File: src/rtl/refclk_pkg.sv
package refclk_pkg;
  localparam int N_EXT     = 4;
  localparam int N_SRC     = N_EXT + 1;
  localparam int IDX_W     = $clog2(N_SRC);
  localparam int LOCAL_IDX = N_EXT;
  typedef logic [IDX_W-1:0] src_idx_t;
  typedef logic [N_EXT-1:0] ext_mask_t;
endpackage

File: src/rtl/refclk_sync2.sv
module refclk_sync2 (
  input  logic clk,
  input  logic rst,
  input  logic d,
  output logic q
);
  logic meta_q, stab_q;
  always_ff @(posedge clk) begin
    if (rst) begin
      meta_q <= 1'b0;
      stab_q <= 1'b0;
    end else begin
      meta_q <= d;
      stab_q <= meta_q;
    end
  end
  assign q = stab_q;
endmodule

File: src/rtl/refclk_activity_mon.sv
module refclk_activity_mon #(
  parameter int WIN_W  = 8,
  parameter int GOOD_W = 4
) (
  input  logic              clk,
  input  logic              rst,
  input  logic              ref_async,
  input  logic [WIN_W-1:0]  win_cycles,
  input  logic [GOOD_W-1:0] good_windows,
  output logic              healthy
);
  logic ref_s, ref_d, rise;
  logic [WIN_W-1:0]  win_cnt;
  logic [GOOD_W-1:0] good_cnt;
  logic              seen_q;
  logic              win_end;
  logic [WIN_W-1:0]  win_last;
  logic [GOOD_W-1:0] good_need;

  refclk_sync2 u_sync (.clk(clk), .rst(rst), .d(ref_async), .q(ref_s));

  always_ff @(posedge clk) begin
    if (rst) ref_d <= 1'b0;
    else     ref_d <= ref_s;
  end
  assign rise = ref_s & ~ref_d;

  // a zero setting is treated as one
  assign win_last  = (win_cycles == '0) ? '0 : win_cycles - 1'b1;
  assign good_need = (good_windows == '0) ? GOOD_W'(1) : good_windows;
  assign win_end   = (win_cnt == win_last);

  always_ff @(posedge clk) begin
    if (rst) begin
      win_cnt  <= '0;
      good_cnt <= '0;
      seen_q   <= 1'b0;
      healthy  <= 1'b0;
    end else if (win_end) begin
      win_cnt <= '0;
      seen_q  <= 1'b0;
      if (seen_q || rise) begin
        if (good_cnt + 1'b1 >= good_need) begin
          healthy  <= 1'b1;
          good_cnt <= good_need;
        end else begin
          good_cnt <= good_cnt + 1'b1;
        end
      end else begin
        healthy  <= 1'b0;
        good_cnt <= '0;
      end
    end else begin
      win_cnt <= win_cnt + 1'b1;
      if (rise) seen_q <= 1'b1;
    end
  end
endmodule

File: src/rtl/refclk_pick.sv
module refclk_pick
  import refclk_pkg::*;
(
  input  src_idx_t  cur,
  input  ext_mask_t ok,
  input  logic      fb_en,
  input  logic      ar_en,
  input  logic      revert,
  output src_idx_t  nxt,
  output logic      alarm
);
  src_idx_t best;
  logic     cur_ok;

  always_comb begin
    best = src_idx_t'(LOCAL_IDX);
    for (int i = N_EXT - 1; i >= 0; i--) begin
      if (ok[i]) best = src_idx_t'(i);
    end
  end

  assign cur_ok = (cur != src_idx_t'(LOCAL_IDX)) && ok[cur[IDX_W-2:0]];

  always_comb begin
    if (ok == '0)                            nxt = src_idx_t'(LOCAL_IDX);
    else if (cur == src_idx_t'(LOCAL_IDX))   nxt = best;
    else if (!cur_ok)                        nxt = fb_en ? best : cur;
    else if ((best < cur) && (ar_en || revert)) nxt = best;
    else                                     nxt = cur;
    alarm = (nxt != src_idx_t'(LOCAL_IDX)) && !ok[nxt[IDX_W-2:0]];
  end
endmodule

File: src/rtl/refclk_failover_sel.sv
module refclk_failover_sel
  import refclk_pkg::*;
#(
  parameter int WIN_W  = 8,
  parameter int GOOD_W = 4
) (
  input  logic              clk,
  input  logic              rst,
  input  logic [3:0]        ref_in,
  input  logic [WIN_W-1:0]  win_cycles,
  input  logic [GOOD_W-1:0] good_windows,
  input  logic              cfg_we,
  input  logic              cfg_fallback,
  input  logic              cfg_autorec,
  input  logic              revert_req,
  output logic [4:0]        sel_onehot,
  output logic [2:0]        sel_idx,
  output logic              switch_pulse,
  output logic              lost_alarm,
  output logic [3:0]        ref_ok
);
  logic     fb_q, ar_q;
  src_idx_t sel_q, sel_nxt;
  logic     alarm_nxt;

  for (genvar g = 0; g < N_EXT; g++) begin : g_mon
    refclk_activity_mon #(.WIN_W(WIN_W), .GOOD_W(GOOD_W)) u_mon (
      .clk          (clk),
      .rst          (rst),
      .ref_async    (ref_in[g]),
      .win_cycles   (win_cycles),
      .good_windows (good_windows),
      .healthy      (ref_ok[g])
    );
  end

  always_ff @(posedge clk) begin
    if (rst) begin
      fb_q <= 1'b0;
      ar_q <= 1'b0;
    end else if (cfg_we) begin
      fb_q <= cfg_fallback;
      ar_q <= cfg_autorec;
    end
  end

  refclk_pick u_pick (
    .cur    (sel_q),
    .ok     (ref_ok),
    .fb_en  (fb_q),
    .ar_en  (ar_q),
    .revert (revert_req),
    .nxt    (sel_nxt),
    .alarm  (alarm_nxt)
  );

  always_ff @(posedge clk) begin
    if (rst) begin
      sel_q        <= src_idx_t'(LOCAL_IDX);
      sel_onehot   <= 5'(1) << LOCAL_IDX;
      switch_pulse <= 1'b0;
      lost_alarm   <= 1'b0;
    end else begin
      sel_q        <= sel_nxt;
      sel_onehot   <= 5'(1) << sel_nxt;
      switch_pulse <= (sel_nxt != sel_q);
      lost_alarm   <= alarm_nxt;
    end
  end

  assign sel_idx = sel_q;
endmodule

File: config.mk
export PLATFORM = sky130hd
export DESIGN_NAME = refclk_failover_sel
export DESIGN_NICKNAME = d
export VERILOG_FILES = /design/src/rtl/refclk_pkg.sv /design/src/rtl/refclk_sync2.sv /design/src/rtl/refclk_activity_mon.sv /design/src/rtl/refclk_pick.sv /design/src/rtl/refclk_failover_sel.sv
export SDC_FILE = /design/constraint.sdc
export NUM_CORES = 1
export LEC_CHECK = 0
export CORE_ASPECT_RATIO = 0.6
export CORE_MARGIN = 3
export CORE_UTILIZATION = 64
export DETAILED_ROUTE_END_ITERATION = 10
export PLACE_DENSITY = 0.91
export SETUP_SLACK_MARGIN = 0.05
export SLEW_MARGIN = 10
export SYNTH_ARGS = -nofsm -noshare
export SYNTH_HDL_FRONTEND = slang
export SYNTH_SLANG_ARGS = --single-unit
File: constraint.sdc
create_clock -name clk -period 5.4 [get_ports clk]
set_clock_uncertainty 0.2 [all_clocks]
set_input_delay 1.08 -clock clk [delete_from_list [all_inputs] [get_ports clk]]
set_output_delay 1.08 -clock clk [all_outputs]
set_load 0.05 [all_outputs]
==> metrics.md, run 1 <==
| Metric | Value |
|---|---|
| Status | `completed` |
| Number of flops mapped to enable cells by yosys | `0` |
| Total Wirelength | `12900 um` |
| Top post-synthesis cells by count | `dfxtp_1, nor2_1, a21oi_1` |
| Setup TNS | `0 ps` |
| Port Buf Inserts | `35` |
| Antenna viol nets, final | `0` |
| Tightest Pin Transition | `911 ps` |
| Hold slack | `~230 ps` |
| Finish-stage setup viols | `0` |
| Clock latency on the worst-skew pair | `340 ps` |
| Mux contribution to synthesized area | `0.0207` |
| Die area | `about 8900 um2` |
| Seq pwr share | `0.441` |
| Crit path time final | `4600 ps` |
| Cts bufs inserted | `9` |
| Async set or reset register ratio after synthesis | `0` |
| First-pass GRT wire length | `between 20000 and 25000 um` |
| Maximum vdd drop | `0.222 mV` |
| Filler cell count | `between 500 and 600` |
| I/O pins | `36` |
| Fin area | `5640 um2` |
| Register bit total from synthesis | `80` |
| Share of post-route cells with drive strength above 1 | `0.0683` |
| Hold Vio Cnt, Final | `0` |
| Residual DRC count | `0` |
| H-Tree Depth | `3` |
| Final setup margin | `~800 ps` |
| Initial Util | `0.672` |
| Hold buffer count at cts | `0` |
| Syn Inst Count | `590` |
| Leak Pwr | `2.23 nW` |
| XOR/XNOR share of the synthesized area | `0.0882` |
| Gr ovfl total | `0` |
| Core Region | `~7400 um2` |
| CP arrival | `4630 ps` |
| Num Clock Sinks | `80` |
| Synth Area in Adders | `0.0706` |
| Core Util, Final | `0.763` |
| Gp weighted congestion | `0.964` |
| Clock share of power | `0.448` |
| Post-DR wirelength/cell | `18.0 um` |
| # Max-Cap Violations | `0` |
| Count leader, synth | `dfxtp_1` |
| Total number of vias | `4629` |
| CTS root buffer | `clkbuf_16` |
| Fin nets | `660` |
| Design Power | `1.42 mW` |
| Synth area leader | `dfxtp_1` |
| Compound-gate portion of the synthesized area | `0.192` |
| Cell area after synthesis | `4960 um2` |
| Hold/Removal Path Class | `reg2reg` |
| Startpoint Class | `input port` |
| Die height | `74.2 um` |
| Top cells by area, synth | `dfxtp_1, ha_1, xor2_1` |
| CTS tree | `done` |
| Largest net degree at the start of global routing | `37` |
| Placed inst area | `5320 um2` |
| Longest Clk Path Bufs | `2` |
| Area growth from synthesis to layout | `13.6%` |
| Int Pwr | `roughly 1.1 mW` |
| Post-synth top flop | `dfxtp_1` |
| Simple-Gate Fraction of Synth Area | `0.256` |
| P_sw | `361 uW` |
| Antenna violations before repair | `0` |
| Hpwl dp | `9430 um` |
| Final std cells w/o fill | `719` |
| Max FO, Critical Path | `14` |
| Vias in the first global route | `4241` |
| Post-synth top area share | `0.323` |
| Max-slew headroom | `0.390` |
| Distinct cells, synth | `69` |
| DR iter-0 viols | `678` |
| GR Util All Layers | `0.297` |
| Setup bufs post-CTS | `0` |
| Placed insts | `703` |
| Main combinational cell family by area after synthesis | `simple AND/OR/NAND/NOR gates` |
| Peak Freq | `around 220 MHz` |
| FF-to-FF setup slack | `2110 ps` |
| Register area | `around 1600 um2` |
| Tcrit/Tclk final | `0.852` |
| Syn_area_per_cell | `8.41 um2` |
| DR pass1 iterations | `8` |
| Setup CP Type | `in2reg` |
| Crit end category | `register` |
| Syn nets | `640` |
| Sequential element share of the synthesized area | `0.323` |
| Sw frac | `0.255` |
| Yosys warning count | `0` |
| Clock Pin Slew Worst Setup and Hold Paths | `60 ps` |
| Place WS | `544 ps` |
| CP Data Required Time | `between 5000 and 6000 ps` |
| Pins Over Slew Limit | `0` |
| Die Width | `120 um` |
| Area occupied by multi-input gates | `3110 um2` |
| Vias per cell | `6.44` |
| Cell Pwr Density | `~250 nW/um2` |
| # rows | `24` |
| Post_cts resized | `0` |
| Power share of the combinational group | `0.111` |
| RSZ-0062 raised after global routing | `false` |
| Antenna diodes | `0` |
-- flip-flops by register name, indices dropped and copies added (netlist names) --
register and cells:
ar_q 1, fb_q 1, g_mon.u_mon.good_cnt 16, g_mon.u_mon.healthy 4, g_mon.u_mon.ref_d 4, g_mon.u_mon.seen_q 4
g_mon.u_mon.u_sync.meta_q 4, g_mon.u_mon.u_sync.q 4, g_mon.u_mon.win_cnt 32, lost_alarm 1, sel_idx 3, sel_onehot 5
switch_pulse 1
-- cell usage in the layout, fill, tap and decap left out, drive strengths merged, types with 16 or more instances in the layout --
cell type	count
a21o	16
nor2	60
xnor2	23
clkdlybuf4s50	35
xor2	27
inv	27
nand2	27
dfxtp	80
nor2b	18
nand3	31
a21oi	41
ha	28
-- critical path, stage by stage --
cell and delay, ps:
clkdlybuf4s50_1 570, inv_1 240, ha_1 210, nor3b_2 750
nand2_1 320, a311o_1 340, a222oi_1 350, and4_1 380
o31ai_1 120, a32o_1 280
-- layer usage --
metal  part of all wire  GRT usage  up-vias
met5                  0          0        -
met4              0.014     0.0939        0
met3               0.11     0.0745       23
met2               0.43      0.437      247
met1               0.45      0.431     2188
li1                   -          -     2171
-- power by group through the flow --
| stage | registers [mW] | clock network (mW) | logic [mW] |
|---|---|---|---|
| 4_1_cts | 0.624 | 0.642 | 0.152 |
| 3_5_place_dp | 0.637 | 0 | 0.151 |
| 6_report | 0.625 | 0.634 | 0.157 |
| 3_3_place_gp | 0.636 | 0 | 0.146 |
| 5_1_grt | 0.626 | 0.666 | 0.168 |
| 2_1_floorplan | 0.629 | 0 | 0.110 |
-- cells by family (layout without fill, tap and decap cells) --
group                      Yosys count  in the layout
muxes                               10             10
buffers and inverters               56             81
xor gates and xnor gates            50             50
AOI/OAI and AO/OA                  139            139
and+or+nand+nor                    227            227
DFF                                 80             80
adders and majority gates           28             28
-- final timing paths --
| check | cells after the start | to | start |
|---|---|---|---|
| max | 10 | g_mon[2].u_mon.good_cnt[2] | win_cycles[0] |
| min | 1 | g_mon[3].u_mon.u_sync.q | g_mon[3].u_mon.u_sync.meta_q |
| max reg2reg | 11 | switch_pulse | g_mon[1].u_mon.healthy |
| min reg2reg | 1 | g_mon[3].u_mon.u_sync.q | g_mon[3].u_mon.u_sync.meta_q |
-- layout make-up --
| type | count | share of cell area |
|---|---|---|
| inverter | 27 | 0.0180 |
| clock inverter | 5 | 0.0115 |
| sequential | 80 | 0.284 |
| clock buffer | 11 | 0.0448 |
| timing repair buffer | 38 | 0.0661 |
| multi-input combinational | 454 | 0.552 |
| tap | 104 | 0.0231 |
Power figures use the tool's default switching activity.
==> run 2, diff against run 1 <==
CORE_UTILIZATION = 65   (was 64)
CTS_BUF_LIST = sky130_fd_sc_hd__clkbuf_4   (was default)
PLACE_DENSITY = 0.92   (was 0.91)
==> run 2 against run 1 <==
- register-to-register slack better by 90 ps
- sequential power about the same
- non-clock buffer count up 1
- worst hold slack better by 13 ps
- die area down 1.4%
- first-iteration DRC count down 1.8%
- highest routed layer unchanged
- fmax up 1.5%
- cell count down 0.56%
- via count down 0.39%
- sequential share of layout area up 0.82 points
- clock power down 38%
- critical path depth unchanged
- critical endpoint unchanged
==> metrics.md, run 2 (synthesis gave the netlist of run 1 again) <==
| Metric | Value |
|---|---|
| Hold buffer count at cts | `0 (unchanged)` |
| Crit end category | `register (unchanged)` |
| Clock latency on the worst-skew pair | `450 ps (was 340 ps)` |
| Most common cell after layout, fill and taps aside | `dfxtp_1 (unchanged)` |
| Setup TNS | `0 ps (unchanged)` |
| Cell Pwr Density | `214 nW/um2 (was 251 nW/um2)` |
| Setup CP Type | `in2reg (unchanged)` |
| Residual DRC count | `0 (unchanged)` |
| Antenna violations before repair | `0 (unchanged)` |
| Total Wirelength | `12400 um (was 12900 um)` |
| Area growth from synthesis to layout | `10.4% (was 13.6%)` |
| Core Region | `7020 um2 (was 7390 um2)` |
| Gp weighted congestion | `0.949 (was 0.964)` |
| Vias per cell | `6.45 (was 6.44)` |
| Max-slew headroom | `0.317 (was 0.390)` |
| Fin area | `5480 um2 (was 5640 um2)` |
| Worst Hold Path Cells | `1 (unchanged)` |
| Slowest cell on crit path | `nor3b_2 (unchanged)` |
| Setup bufs post-CTS | `0 (unchanged)` |
| Finish-stage setup viols | `0 (unchanged)` |
| Routed wire length on met3 | `1180 um (was 1480 um)` |
| Tightest Pin Transition | `1020 ps (was 911 ps)` |
| Die height | `73.7 um (was 74.2 um)` |
| Place WS | `506 ps (was 544 ps)` |
| FF-to-FF path depth | `11 (unchanged)` |
| Cts bufs inserted | `9 (unchanged)` |
| RSZ-0062 raised after global routing | `false (unchanged)` |
| Reg2reg start | `g_mon[1].u_mon.healthy (unchanged)` |
| Port Buf Inserts | `35 (unchanged)` |
| Status | `completed (unchanged)` |
| CP Data Required Time | `5560 ps (was 5430 ps)` |
| Hold Path End | `g_mon[0].u_mon.u_sync.q (was g_mon[3].u_mon.u_sync.q)` |
| Vias in the first global route | `4264 (was 4241)` |
| Startpoint Class | `input port (unchanged)` |
| Largest net degree at the start of global routing | `37 (unchanged)` |
| DR pass1 iterations | `5 (was 8)` |
| Final setup margin | `864 ps (was 797 ps)` |
| DR iter-0 viols | `666 (was 678)` |
| H-Tree Depth | `3 (unchanged)` |
| Hold slack | `247 ps (was 234 ps)` |
| Buf/Inv on CP | `2 (unchanged)` |
| Register with the most flip-flops | `g_mon.u_mon.win_cnt (unchanged)` |
| Total number of vias | `4611 (was 4629)` |
| Share of post-route cells with drive strength above 1 | `0.0683 (unchanged)` |
| Routed wl met2 | `5310 um (was 5500 um)` |
| I/O pins | `36 (unchanged)` |
| Antenna viol nets, final | `0 (unchanged)` |
| Metal-1 WL | `5760 um (was 5780 um)` |
| CTS root buffer | `clkbuf_4 (was clkbuf_16)` |
| Hold/Removal Path Class | `reg2reg (unchanged)` |
| Crit-path cells | `clkdlybuf4s50_1 > inv_1 > ha_1 > nor3b_2 > nand2_1 > a311o_1 > a222oi_1 > and4_1 > o31ai_1 > a32o_1 (unchanged)` |
| # Max-Cap Violations | `0 (unchanged)` |
| Gr ovfl total | `0 (unchanged)` |
| Placed inst area | `5320 um2 (about the same)` |
| First-pass GRT wire length | `20900 um (about the same)` |
| CP arrival | `4690 ps (was 4630 ps)` |
| Flip-flop count of the largest register after layout | `32 (unchanged)` |
| # rows | `23 (was 24)` |
| Post-DR wirelength/cell | `17.4 um (was 18.0 um)` |
| Antenna diodes | `0 (unchanged)` |
| Leading cell types in the layout, fill and taps excluded | `dfxtp_1, nor2_1, a21oi_1 (unchanged)` |
| Max FO, Critical Path | `14 (unchanged)` |
| Hpwl dp | `9430 um (about the same)` |
| GR Util All Layers | `0.298 (was 0.297)` |
| Maximum vdd drop | `0.195 mV (was 0.222 mV)` |
| Highest metal used | `met4 (unchanged)` |
| Clock Pin Slew Worst Setup and Hold Paths | `130 ps (was 60 ps)` |
| Filler cell count | `498 (was 521)` |
| Die Width | `119 um (was 120 um)` |
| Post_cts resized | `0 (unchanged)` |
| Regs by FF count | `g_mon.u_mon.win_cnt (32), g_mon.u_mon.good_cnt (16), sel_onehot (5) (unchanged)` |
| Highest cell delay on the worst timing path | `820 ps (was 750 ps)` |
| Hold Vio Cnt, Final | `0 (unchanged)` |
| Crit path time final | `4540 ps (was 4600 ps)` |
| Worst hold start | `g_mon[0].u_mon.u_sync.meta_q (was g_mon[3].u_mon.u_sync.meta_q)` |
| Leak Pwr | `2.15 nW (was 2.23 nW)` |
| CTS tree | `done (unchanged)` |
| Worst flop-to-flop path endpoint | `sel_onehot[1] (was switch_pulse)` |
| Initial Util | `0.707 (was 0.672)` |
| Fin nets | `661 (was 660)` |
| Tcrit/Tclk final | `0.840 (was 0.852)` |
| FF-to-FF setup slack | `2200 ps (was 2110 ps)` |
| Num Clock Sinks | `80 (unchanged)` |
| Pins Over Slew Limit | `0 (unchanged)` |
| Die area | `8760 um2 (was 8890 um2)` |
| Core Util, Final | `0.780 (was 0.763)` |
| Crit-path leading delay family | `simple AND/OR/NAND/NOR gates (unchanged)` |
| Peak Freq | `220 MHz (was 217 MHz)` |
| Longest Clk Path Bufs | `2 (unchanged)` |
[run 2: changes by cell type in the layout (fill, tap and decap cells not counted), sizes merged]
cell and delta:
clkbuf -1, clkinvlp +3, clkinv -4, buf +1, bufinv +1
[run 2: how the worst max path moves through the flow]
stage / start / to / slack (ps) / cells after the start
after floorplan: win_cycles[0] / g_mon[0].u_mon.good_cnt[1] / 1620 / 11
after global placement: win_cycles[0] / g_mon[2].u_mon.good_cnt[2] / 740 / 10
after detailed placement: win_cycles[0] / g_mon[2].u_mon.good_cnt[2] / 510 / 10
after CTS: win_cycles[0] / g_mon[2].u_mon.good_cnt[2] / 990 / 10
after global routing: win_cycles[0] / g_mon[2].u_mon.good_cnt[2] / 600 / 10
final: win_cycles[0] / g_mon[2].u_mon.good_cnt[2] / 860 / 10
[run 2: power by group]
group          switching, mW  internal, mW  leakage [nW]  total [mW]
Sequential            0.0193         0.604         0.650       0.624
Combinational         0.0912        0.0648          1.42       0.156
Clock                  0.204         0.190        0.0747       0.394
Total                  0.314         0.859          2.15        1.17
[run 2: metal layers]
| layer | track usage | vias up |
|---|---|---|
| li1 | - | 2165 |
| met1 | 0.410 | 2195 |
| met2 | 0.465 | 223 |
| met3 | 0.0769 | 28 |
| met4 | 0.0847 | 0 |
| met5 | 0 | - |
[run 2: layout make-up]
cell class | count | area [um2] | area share
Clock buffer | 10 | 75.1 | 0.0137
Tap cell | 100 | 125 | 0.0228
Multi-Input combinational cell | 454 | 3110 | 0.568
Sequential cell | 80 | 1600 | 0.292
Clock inverter | 5 | 82.6 | 0.0151
Inverter | 27 | 101 | 0.0185
Timing Repair Buffer | 39 | 380 | 0.0694
[run 2: stage by stage]
step,total power [mW],instances
detailed placement,0.786,700
floorplan,0.738,590
global placement,0.781,700
global route,1.22,715
CTS,1.18,715
finish,1.17,715
